`src/rtl/bus_owner_ctl.sv`:
```
module bus_owner_ctl #(
  parameter int TICK_CYCLES   = 12_500_000,
  parameter int TIMEOUT_TICKS = 20,
  parameter int PULSE_CYCLES  = 1250
) (
  input  logic       clk,
  input  logic       rst_n,
  input  logic       cmd_valid,
  input  logic [2:0] cmd_op,
  input  logic       busack_n,
  output logic       tgt_rst_n,
  output logic       busreq_n,
  output logic       strb_oe,
  output logic       bus_oe,
  output logic [1:0] state,
  output logic       busy
);
  localparam int PW = $clog2(TICK_CYCLES + 1);
  localparam int TW = $clog2(TIMEOUT_TICKS + 1);
  localparam int CW = $clog2(PULSE_CYCLES + 1);

  localparam logic [1:0] S_RST  = 2'd0;
  localparam logic [1:0] S_RSTA = 2'd1;
  localparam logic [1:0] S_RUN  = 2'd2;
  localparam logic [1:0] S_RUNA = 2'd3;

  localparam logic [2:0] OP_RESET   = 3'd0;
  localparam logic [2:0] OP_REQ     = 3'd1;
  localparam logic [2:0] OP_REL     = 3'd2;
  localparam logic [2:0] OP_RUN     = 3'd3;
  localparam logic [2:0] OP_RESTART = 3'd4;
  localparam logic [2:0] OP_MCYC    = 3'd5;

  typedef enum logic [2:0] {PH_IDLE, PH_WAIT, PH_PULSE, PH_MCHI, PH_ARM} phase_t;

  phase_t          ph;
  logic [1:0]      st;
  logic [1:0]      ack_sync;
  logic [PW-1:0]   pre;
  logic [TW-1:0]   ticks;
  logic [CW-1:0]   pcnt;
  logic            arm_after;
  logic            ack_low, tick_end, timed_out, pulse_end;

  assign ack_low   = ~ack_sync[1];
  assign tick_end  = (pre == PW'(TICK_CYCLES - 1));
  assign timed_out = tick_end && (ticks == TW'(TIMEOUT_TICKS - 1));
  assign pulse_end = (pcnt == CW'(PULSE_CYCLES - 1));
  assign state     = st;
  assign busy      = (ph != PH_IDLE);

  always_ff @(posedge clk or negedge rst_n)
    if (!rst_n) ack_sync <= 2'b11;
    else        ack_sync <= {ack_sync[0], busack_n};

  always_ff @(posedge clk or negedge rst_n) begin
    if (!rst_n) begin
      ph        <= PH_IDLE;
      st        <= S_RST;
      tgt_rst_n <= 1'b0;
      busreq_n  <= 1'b1;
      strb_oe   <= 1'b0;
      bus_oe    <= 1'b0;
      pre       <= '0;
      ticks     <= '0;
      pcnt      <= '0;
      arm_after <= 1'b0;
    end else if (cmd_valid && cmd_op == OP_RESET) begin
      ph        <= PH_IDLE;
      st        <= S_RST;
      tgt_rst_n <= 1'b0;
      busreq_n  <= 1'b1;
      strb_oe   <= 1'b0;
      bus_oe    <= 1'b0;
    end else begin
      case (ph)
        PH_IDLE: if (cmd_valid) begin
          case (cmd_op)
            OP_REQ: if (st == S_RST || st == S_RUN) begin
              busreq_n  <= 1'b0;
              tgt_rst_n <= 1'b1;
              pre       <= '0;
              ticks     <= '0;
              ph        <= PH_WAIT;
            end
            OP_REL: if (st == S_RSTA || st == S_RUNA) begin
              strb_oe  <= 1'b0;
              bus_oe   <= 1'b0;
              busreq_n <= 1'b1;
              if (st == S_RSTA) begin
                tgt_rst_n <= 1'b0;
                st        <= S_RST;
              end else begin
                st <= S_RUN;
              end
            end
            OP_RUN: begin
              if (st == S_RST) begin
                tgt_rst_n <= 1'b1;
                st        <= S_RUN;
              end else if (st == S_RSTA) begin
                strb_oe   <= 1'b0;
                bus_oe    <= 1'b0;
                tgt_rst_n <= 1'b0;
                pcnt      <= '0;
                arm_after <= 1'b1;
                ph        <= PH_PULSE;
              end
            end
            OP_RESTART: if (st == S_RUN || st == S_RUNA) begin
              tgt_rst_n <= 1'b0;
              pcnt      <= '0;
              arm_after <= 1'b0;
              ph        <= PH_PULSE;
            end
            OP_MCYC: if (st == S_RUNA) begin
              strb_oe  <= 1'b0;
              bus_oe   <= 1'b0;
              busreq_n <= 1'b1;
              ph       <= PH_MCHI;
            end
            default: ;
          endcase
        end
        PH_WAIT: begin
          if (ack_low) begin
            st      <= st | 2'd1;
            strb_oe <= 1'b1;
            ph      <= PH_ARM;
          end else if (timed_out) begin
            busreq_n <= 1'b1;
            if (st == S_RST) tgt_rst_n <= 1'b0;
            else             st <= S_RUN;
            ph <= PH_IDLE;
          end else if (tick_end) begin
            pre   <= '0;
            ticks <= ticks + 1'b1;
          end else begin
            pre <= pre + 1'b1;
          end
        end
        PH_MCHI: if (!ack_low) begin
          busreq_n <= 1'b0;
          pre      <= '0;
          ticks    <= '0;
          ph       <= PH_WAIT;
        end
        PH_PULSE: begin
          if (pulse_end) begin
            tgt_rst_n <= 1'b1;
            if (arm_after) begin
              st      <= S_RUNA;
              strb_oe <= 1'b1;
              ph      <= PH_ARM;
            end else begin
              ph <= PH_IDLE;
            end
          end else begin
            pcnt <= pcnt + 1'b1;
          end
        end
        PH_ARM: begin
          bus_oe <= 1'b1;
          ph     <= PH_IDLE;
        end
        default: ph <= PH_IDLE;
      endcase
    end
  end
endmodule

```
`config.mk`:
```
export PLATFORM = sky130hd
export DESIGN_NAME = bus_owner_ctl
export DESIGN_NICKNAME = d
export VERILOG_FILES = /design/src/rtl/bus_owner_ctl.sv
export SDC_FILE = /design/constraint.sdc
export NUM_CORES = 1
export LEC_CHECK = 0
export BUFFER_PORTS_ARGS = -buffer_cell sky130_fd_sc_hd__buf_2
export CAP_MARGIN = 10
export CORE_UTILIZATION = 51
export DETAILED_ROUTE_END_ITERATION = 6
export PLACE_DENSITY = 0.76
export SYNTH_ARGS = -nofsm -noshare
export SYNTH_HDL_FRONTEND = slang
export SYNTH_SLANG_ARGS = --single-unit
```
`constraint.sdc`:
```
create_clock -name clk -period 2.2 [get_ports clk]
set_input_delay 0.33 -clock clk [delete_from_list [all_inputs] [get_ports clk]]
set_output_delay 0.33 -clock clk [all_outputs]
set_load 0.05 [all_outputs]
```
## After elaboration in Yosys (flattened, before gate mapping)

Cells that the tools add are included.

| storage, ports and cells | value |
|---|---|
| flip-flop bits (word level) | 52 |
| input bits | 7 |
| output and inout bits | 7 |
| logic and storage cells | 183 |

| cells by class | value |
|---|---|
| add/subtract/negate cells | 3 |
| equal/unequal tests | 53 |
| multiplexer cells | 88 |
| bitwise gates (word level) | 1 |
| reductions and logical operators | 26 |

Operator list:

| operator | number |
|---|---|
| 24-bit two-way mux | 7 |
| 24-bit one-hot mux with 3 select lines | 1 |
| 11-bit two-way mux | 5 |
| 11-bit one-hot mux with 2 select lines | 2 |
| 10-bit AND reduction | 4 |
| 3-bit two-way mux | 12 |
| 3-bit inequality test, second input constant | 12 |
| 4-bit inequality test, second input constant | 9 |
| 5-bit two-way mux | 7 |
| 1-bit two-way mux | 31 |
| 9-bit AND reduction | 3 |
| 24-bit by 1-bit adder with 24-bit output, second input constant | 1 |
| 24-bit equality test, second input constant | 1 |
| 3-bit one-hot mux with 4 select lines | 2 |
| 2-bit two-way mux | 10 |
| 2-bit inequality test, second input constant | 10 |
| 8-bit AND reduction | 2 |
| 1-bit one-hot mux with 3 select lines | 5 |
| 5-bit one-hot mux with 3 select lines | 1 |
| 7-bit AND reduction | 2 |
| 3-bit by 2-bit equality test with 1-bit output, second input constant | 4 |
| 6-bit by 2-bit inequality test with 1-bit output, second input constant | 2 |
| 11-bit by 1-bit adder with 11-bit output, second input constant | 1 |
| 11-bit equality test, second input constant | 1 |
| 22 further kinds | 36 |

## Depth between registers and ports, before layout

Gate-level depths: netlist of the first run.

| logic depth | value |
|---|---|
| depth in word-level cells | 7 |
| mapped depth | 9 |
| mapped depth without buffers | 8 |

## Worst setup path before layout of the first run

Ideal clock, no wire load.

| path | value |
|---|---|
| path kind | reg2reg |
| from | reg st[0] (netlist: state[0]) |
| to | reg pcnt[10] |
| library setup time | 0.069 ns |
| arrival time | 2.226 ns |
| required time | 2.131 ns |
| setup slack | -0.095 ns |
| stages on the path, launching flop included | 7 |
| buffers on the path | 1 |
| clock period less this slack | 2.295 ns |
| path through | dfrtp_1 > buf_2 > nor2b_1 > a221oi_1 > a2111o_1 > or4_1 > nand3_1 |

| between the ends | value |
|---|---|
| word-level cells in the longest chain between the ends | 4 |
| elaborated cells between the ends (all ways) | 9 |
| those cells by class | 6 x eq/ne; 3 x reduce/logical |

Ends and longest elaborated chain:

| what | RTL line | RTL |
|---|---|---|
| start, declared | 37 | `logic [1:0] st;` |
| start signal, assigned | 127 | `st <= st \| 2'd1;` |
| 2-bit equality test | 110 | `OP_RESTART: if (st == S_RUN \|\| st == S_RUNA) begin` |
| 1-bit logical OR | 110 |  |
| 3-bit inequality test (no source line) | n/a |  |
| 8-bit AND reduction (no source line) * | n/a |  |
| end signal, assigned | 159 | `pcnt <= pcnt + 1'b1;` |
| end, declared | 41 | `logic [CW-1:0] pcnt;` |

Every way passes the cells marked *; elsewhere a longest branch is shown, timed or not.
A chain may end at the register's enable or synchronous reset.

## Worst setup path in the final report of the first run

| path | value |
|---|---|
| from | reg pcnt[3] |
| to | reg st[1] (netlist: state[1]) |

| between the ends | value |
|---|---|
| word-level cells in the longest chain between the ends | 3 |

Ends and longest elaborated chain:

| what | RTL line | RTL |
|---|---|---|
| 11-bit equality test | 48 | `assign pulse_end = (pcnt == CW'(PULSE_CYCLES - 1));` |
| 3-bit inequality test (no source line) | n/a |  |
| 10-bit AND reduction (no source line) | n/a |  |

Every way passes these cells.

==> impl_metrics.yaml, run 1 <==
power:
  p_int_w: 0.00247
  clockPowerShare: 0.176
  worst_vdd_rail_ir_drop_mv: 0.877
  seqPwrFrac: 0.294
  pwr-share-comb: 0.530
  power.density_cell_area_nw_per_um2: 1020
  p_leak_nw: 1.74
  power.share.switching: 0.423
  switching_power_w: 0.00181
  fin_total_pwr_w: 0.00429
sta:
  skew_ns: 0.00909
  setup_viol: 0
  layout_min_cycle_time_ns: 2.11
  timing.fmax_ghz: 0.475
  unrepaired_setup_endpoints_after_global_routing: "no"
  hold_viol_final: 0
  slew_violations: 0
  final_min_period_over_clock_period: 0.958
  worst_slew_margin_relative_to_its_limit: 0.700
  slew_at_the_pin_closest_to_its_max_slew_limit_ns: 0.444
yosys:
  share_of_the_synthesized_area_in_the_top_cell_type: 0.366
  synthesis.instances: 391
  syn_avg_cell_area_sq_um: 8.57
  synth_seq_cells: 52
  library_cell_with_the_largest_summed_area_after_synthesis: "sky130_fd_sc_hd__dfrtp_1"
  synth.lib_cells_used.distinct: 72
  simple_gate_share_of_the_synthesized_area: 0.308
  number_of_synthesis_warnings: 0
  yosys.area_share.adder: 0.0149
  synth.cell_area_sq_um: 3350
  yosys-top-cells-count: "sky130_fd_sc_hd__dfrtp_1 (49), sky130_fd_sc_hd__nor2_1 (42), sky130_fd_sc_hd__o21ai_0 (34), sky130_fd_sc_hd__nand2_1 (30), sky130_fd_sc_hd__nand3_1 (22)"
  post_synth_xor_area_fraction: 0.0340
  synth_enable_flop_cells: 0
  post-synth-top-count-cell: "sky130_fd_sc_hd__dfrtp_1"
  async_reset_ff_frac: 1.00
  yosys-top-cells-area: "sky130_fd_sc_hd__dfrtp_1 (37%), sky130_fd_sc_hd__o21ai_0 (5.1%), sky130_fd_sc_hd__nor2_1 (4.7%)"
  postSynth.topFlopCell: "sky130_fd_sc_hd__dfrtp_1"
  yosysSeqAreaShare: 0.389
  share_of_the_synthesized_area_in_compound_gates_ao_oa_aoi_oai: 0.194
  synth_top_family_by_area: "simple AND/OR/NAND/NOR gates"
  yosys-mux-area-fraction: 0.00933
  syn_nets: 402
grt:
  gr-usage-all-layers: 0.260
  first_global_vias: 3153
  globalRouteOverflowTotal: 0
  wire_length_of_the_first_global_routing_pass_microns: 14600
  pin_count_of_the_biggest_net_entering_global_routing: 20
  grt_antenna_before_repair: 0
drt:
  route.detailed.wl_per_inst_microns: 16.7
  detail-route-antenna-nets: 0
  via_count: 3333
  drc: 0
  finalWirelength_microns: 8980
  number_of_violations_reported_at_the_end_of_detailed_routing_iteration_0: 240
  drt-pass1-iter-count: 5
  via_per_inst: 6.21
clock_network:
  clk-insertion-delay-late_ns: 0.30
  cts.reportedPaths.clkPinSlew_ns: 0.09
  numCtsBuffers: 5
  clock_path_buffers: 2
  h-tree-depth: 2
  tritoncts: "yes"
  cts_sinks: 52
  clockRootBuffer: "sky130_fd_sc_hd__clkbuf_8"
die:
  floorplan.die.width_microns: 83.1
  placement_rows: 29
  core_region_area_sq_um: 6350
  dieArea_sq_um: 6900
  top_level_ports: 14
  floorplan.initialDensity: 0.528
  die_y_microns: 83.1
placement:
  io_buffers: 13
  hpwl_microns: 6580
  gpl.final_weighted_congestion: 1.02
  inst_count_dp: 527
setup_path:
  critical_path.max_fanout: 3
  critical_path_buf_inv_count: 1
  worstSetupPathType: "reg2reg"
  delay_of_the_slowest_cell_on_the_worst_path_ns: 0.58
  reg2reg_setup_slack_ns: 0.09
  rr_worst_depth: 7
  timing.rr.start: "pcnt[3]"
  required_ns: 2.44
  timing.critical_path.from_type: "flop"
  timing.rr.end: "state[1]"
  worst_path_dominant_cell_family: "simple AND/OR/NAND/NOR gates"
  critical_path.cell_chain: "or4b_1 > nor4_4 > buf_4 > nand3b_1 > a21o_1 > nor4_2 > o21a_1"
  cp_slowest_cell: "sky130_fd_sc_hd__or4b_1"
  critical_path_arrival_ns: 2.35
  setup.worst_path.end_class: "flop"
hold_path:
  worstHoldEndpoint: "ack_sync[0]"
  holdPathStages: 1
  min-delay-start: "busack_n"
  min_path_type: "in2reg"
finish:
  area_growth_syn_to_layout_pct: 24.8
  fillerInstances: 518
  fraction_of_final_layout_cells_sized_beyond_drive_strength_1: 0.280
  seq_area_sq_um: 1310
  num_antenna_cells: 0
  stdcell_count: 537
  fin_nets: 471
  area_occupied_by_multi_input_gates_sq_um: 1980
  utilization: 0.659
status:
  outcome: "finished, final reports clean"
flow_run:
  drv_cap: 0
## cell families after synthesis
logic type | after synthesis
simple gates | 184
compound gates | 97
flops | 52
buf+inv | 38
xor+xnor | 13
fa+ha+maj | 4
mux | 3
## per-stage QoR
step | hold WS (ns) | area (sq um) | setup WS (ns) | setup TNS, ns
floorplan | 0.0344 | 3350 | 0.00785 | 0
global placement | 0.278 | 3930 | 0.0175 | 0
detailed placement | 0.287 | 3930 | -0.0496 | -0.130
CTS | 0.118 | 4070 | 0.00518 | 0
global route | 0.107 | 4180 | 0.00290 | 0
finish | 0.120 | 4180 | 0.0929 | 0
## power by group through the flow
stage	combinational, W	sequential (W)	clock, W
final	0.00227	0.00126	0.000754
after global routing	0.00243	0.00128	0.000801
after CTS	0.00216	0.00125	0.000765
after detailed placement	0.00214	0.00127	0
after global placement	0.00212	0.00126	0
after floorplan	0.00120	0.00142	0
## registers in the layout (all words and copies together) (netlist names)
register	cells
strb_oe	1
ph	3
ticks	5
bus_oe	1
tgt_rst_n	1
pre	24
ack_sync	2
busreq_n	1
state	2
pcnt	11
arm_after	1
## placed cells by master (no fill, tap or decap), types with 8 or more instances in the layout
master / instances
sky130_fd_sc_hd__buf_2: 13
sky130_fd_sc_hd__a21oi_1: 18
sky130_fd_sc_hd__o21ai_0: 30
sky130_fd_sc_hd__nor2_1: 40
sky130_fd_sc_hd__xnor2_1: 13
sky130_fd_sc_hd__inv_1: 13
sky130_fd_sc_hd__nand3_1: 20
sky130_fd_sc_hd__nor3_1: 14
sky130_fd_sc_hd__o31ai_1: 8
sky130_fd_sc_hd__dfrtp_1: 45
sky130_fd_sc_hd__nand4_1: 10
sky130_fd_sc_hd__nand2_1: 30
sky130_fd_sc_hd__buf_4: 69
## metal layers
layer / vias to the layer above / track usage / routed length, microns
li1: 1579 / - / -
met2: 134 / 0.428 / 4340
met3: 31 / 0.0408 / 502
met4: 0 / 0.0972 / 294
met5: - / 0 / 0
met1: 1589 / 0.346 / 3850
## worst reg2reg max path: stages (launching register included)
cell and delay, ns:
sky130_fd_sc_hd__dfrtp_1 0.38, sky130_fd_sc_hd__or4b_1 0.58, sky130_fd_sc_hd__nor4_4 0.20, sky130_fd_sc_hd__buf_4 0.16, sky130_fd_sc_hd__nand3b_1 0.07, sky130_fd_sc_hd__a21o_1 0.22, sky130_fd_sc_hd__nor4_2 0.29, sky130_fd_sc_hd__o21a_1 0.14
## how the worst max path moves through the flow
stage                         start  endpoint  slack, ns  cells past startpoint
after floorplan             pcnt[3]     ph[1]      0.008                      7
after global placement    cmd_op[2]    pre[7]       0.02                      7
after detailed placement  cmd_op[2]    pre[8]      -0.05                      7
after CTS                     ph[1]   pre[11]      0.005                      7
after global routing        pcnt[3]  state[0]      0.003                      7
final                       pcnt[3]  state[1]       0.09                      7
## area by class of cell
class,instances,share of cell area
Inverter,15,0.0135
Tap cell,77,0.0230
Clock buffer,5,0.0165
Timing Repair Buffer,84,0.147
Multi-Input combinational cell,302,0.473
Sequential cell,52,0.313
Clock inverter,2,0.0144
## what timing repair did
action | CTS | global route
buffers inserted | 0 | 1
hold buffers | 1 | 0
pin swaps | 0 | 3
endpoints found under the setup margin | 2 | 29
hold endpoints to repair | 17 | 0
gates cloned | 0 | 1
resized for setup | 2 | 22
No activity file was read; power rests on OpenSTA's default activity.
==> run 2, diff against run 1 <==
==> constraint.sdc (replaced) <==
create_clock -name clk -period 2.2 [get_ports clk]
set_input_delay 0.11 -clock clk [delete_from_list [all_inputs] [get_ports clk]]
set_output_delay 0.11 -clock clk [all_outputs]
set_load 0.05 [all_outputs]
==> run 2 against run 1 <==
Against the previous run:
- total power down 4.0%
- via count down 1.7%
- first-iteration DRC count down 29%
- fmax down 0.53%
- wire length down 2.0%
- hold slack better by 0.14 ns
- critical path type unchanged
- critical endpoint is now ph[1]
- largest power group unchanged
==> impl_metrics.yaml, run 2 (same netlist as run 1, synthesis figures left out) <==
setup_path:
  cp_slowest_cell: "sky130_fd_sc_hd__dfrtp_2"
  critical_path_arrival_ns: 2.32
  setup.worst_path.end_class: "flop"
  critical_path_buf_inv_count: 0
  timing.rr.end: "ph[1]"
  worst_path_dominant_cell_family: "compound AO/OA/AOI/OAI gates"
  rr_worst_depth: 6
  timing.critical_path.from_type: "flop"
  critical_path.cell_chain: "nor2b_1 > a2111oi_0 > o21ai_0 > o211ai_1 > and2b_1 > mux2_1"
  delay_of_the_slowest_cell_on_the_worst_path_ns: 0.42
  reg2reg_setup_slack_ns: 0.08
  required_ns: 2.40
  timing.rr.start: "state[0]"
  worstSetupPathType: "reg2reg"
  critical_path.max_fanout: 6
die:
  dieArea_sq_um: 6900
  core_region_area_sq_um: 6350
  floorplan.initialDensity: 0.528
  top_level_ports: 14
  die_y_microns: 83.1
  floorplan.die.width_microns: 83.1
  placement_rows: 29
finish:
  regMostFlops: "pre"
  seq_area_sq_um: 1310
  flip_flop_count_of_the_largest_register_all_copies_and_words_added: 24
  area_occupied_by_multi_input_gates_sq_um: 1990
  fraction_of_final_layout_cells_sized_beyond_drive_strength_1: 0.280
  num_antenna_cells: 0
  final_common_cell: "sky130_fd_sc_hd__buf_4"
  area_growth_syn_to_layout_pct: 24.4
  fin_nets: 467
  utilization: 0.657
  mostFrequentLayoutCells: "sky130_fd_sc_hd__buf_4 (63), sky130_fd_sc_hd__dfrtp_1 (45), sky130_fd_sc_hd__nor2_1 (42), sky130_fd_sc_hd__o21ai_0 (33), sky130_fd_sc_hd__nand2_1 (30)"
  largest_registers: "pre x24, pcnt x11, ticks x5"
  fillerInstances: 531
sta:
  setup_tns_ns: 0
  final_min_period_over_clock_period: 0.963
  slew_at_the_pin_closest_to_its_max_slew_limit_ns: 0.700
  layout_min_cycle_time_ns: 2.12
  slew_violations: 0
  setup_viol: 0
  worst_slew_margin_relative_to_its_limit: 0.533
  hold_viol_final: 0
  fin_ws_ns: 0.0818
  skew_ns: 0.00574
  fin_worst_hold_slack_ns: 0.257
  timing.fmax_ghz: 0.472
placement:
  io_buffers: 13
  pre_cts_ws_ns: 0.0109
  gpl.final_weighted_congestion: 0.975
  hpwl_microns: 6520
clock_network:
  clock_path_buffers: 2
  clockRootBuffer: "sky130_fd_sc_hd__clkbuf_8"
  cts.reportedPaths.clkPinSlew_ns: 0.10
  numCtsBuffers: 5
  tritoncts: "yes"
  cts_sinks: 52
  clk-insertion-delay-late_ns: 0.31
  h-tree-depth: 2
drt:
  finalWirelength_microns: 8800
  met3_wirelength_microns: 415
  highest-signal-layer: "met4"
  met1Wirelength_microns: 3720
  via_count: 3276
  drc: 0
  detail-route-antenna-nets: 0
  route.met2.wl_microns: 4490
  route.detailed.wl_per_inst_microns: 16.5
  via_per_inst: 6.13
  number_of_violations_reported_at_the_end_of_detailed_routing_iteration_0: 171
  drt-pass1-iter-count: 6
hold_path:
  worstHoldEndpoint: "arm_after"
  min_path_type: "in2reg"
  holdPathStages: 3
  min-delay-start: "cmd_op[2]"
flow_run:
  drv_cap: 0
grt:
  pin_count_of_the_biggest_net_entering_global_routing: 31
  gr-usage-all-layers: 0.264
  first_global_vias: 3267
  grt_antenna_before_repair: 0
  globalRouteOverflowTotal: 0
  wire_length_of_the_first_global_routing_pass_microns: 15100
power:
  fin_total_pwr_w: 0.00411
  power.density_cell_area_nw_per_um2: 986
  p_leak_nw: 1.73
  worst_vdd_rail_ir_drop_mv: 0.762
status:
  outcome: "finished, final reports clean"
run 2: worst max path at each step:
stage	end	startpoint	depth (start not counted)	slack (ns)
finish	ph[1]	state[0]	6	0.08
detailed placement	ph[1]	pre[16]	7	0.01
floorplan	ph[1]	pcnt[3]	7	0.008
global route	pre[20]	pre[0]	10	-0.006
global placement	ph[1]	pre[22]	7	-0.03
CTS	pre[18]	pre[9]	8	0.02
run 2: layout make-up:
type                            count  area share
Inverter                           15      0.0135
Timing Repair Buffer               81       0.144
Multi-Input combinational cell    301       0.478
Clock buffer                        5      0.0165
Sequential cell                    52       0.314
Clock inverter                      3      0.0111
Tap cell                           77      0.0231
run 2: per-stage QoR:
step / area (sq um) / std cells
3_5_place_dp: 3860 / 518
6_report: 4170 / 534
3_3_place_gp: 3860 / 518
2_1_floorplan: 3350 / 391
5_1_grt: 4170 / 534
4_1_cts: 4010 / 529
run 2: worst reg2reg max path, delay by kind of cell, from the launching register on:
kind	cells	cell delay (ns)
compound gates	3	0.68
simple gates	2	0.55
flops	1	0.42
mux	1	0.34
run 2: timing repair:
item | 4_1_cts | 5_1_grt
gates resized for setup | 1 | 25
pin swaps | 1 | 4
endpoints found under the hold margin | 26 | 0
setup endpoints to repair | 1 | 34
buffers inserted | 1 | 5
hold buffers | 2 | 0
run 2: power breakdown:
group / internal (W) / switching (W) / total [W]
Clock: 0.000345 / 0.000341 / 0.000686
Combinational: 0.000855 / 0.00133 / 0.00219
Sequential: 0.00112 / 0.000125 / 0.00124
run 2: layer usage:
| layer | vias up | global-route usage |
|---|---|---|
| met3 | 20 | 0.0497 |
| met2 | 102 | 0.472 |
| li1 | 1563 | - |
| met4 | 0 | 0.0815 |
| met5 | - | 0 |
| met1 | 1591 | 0.322 |
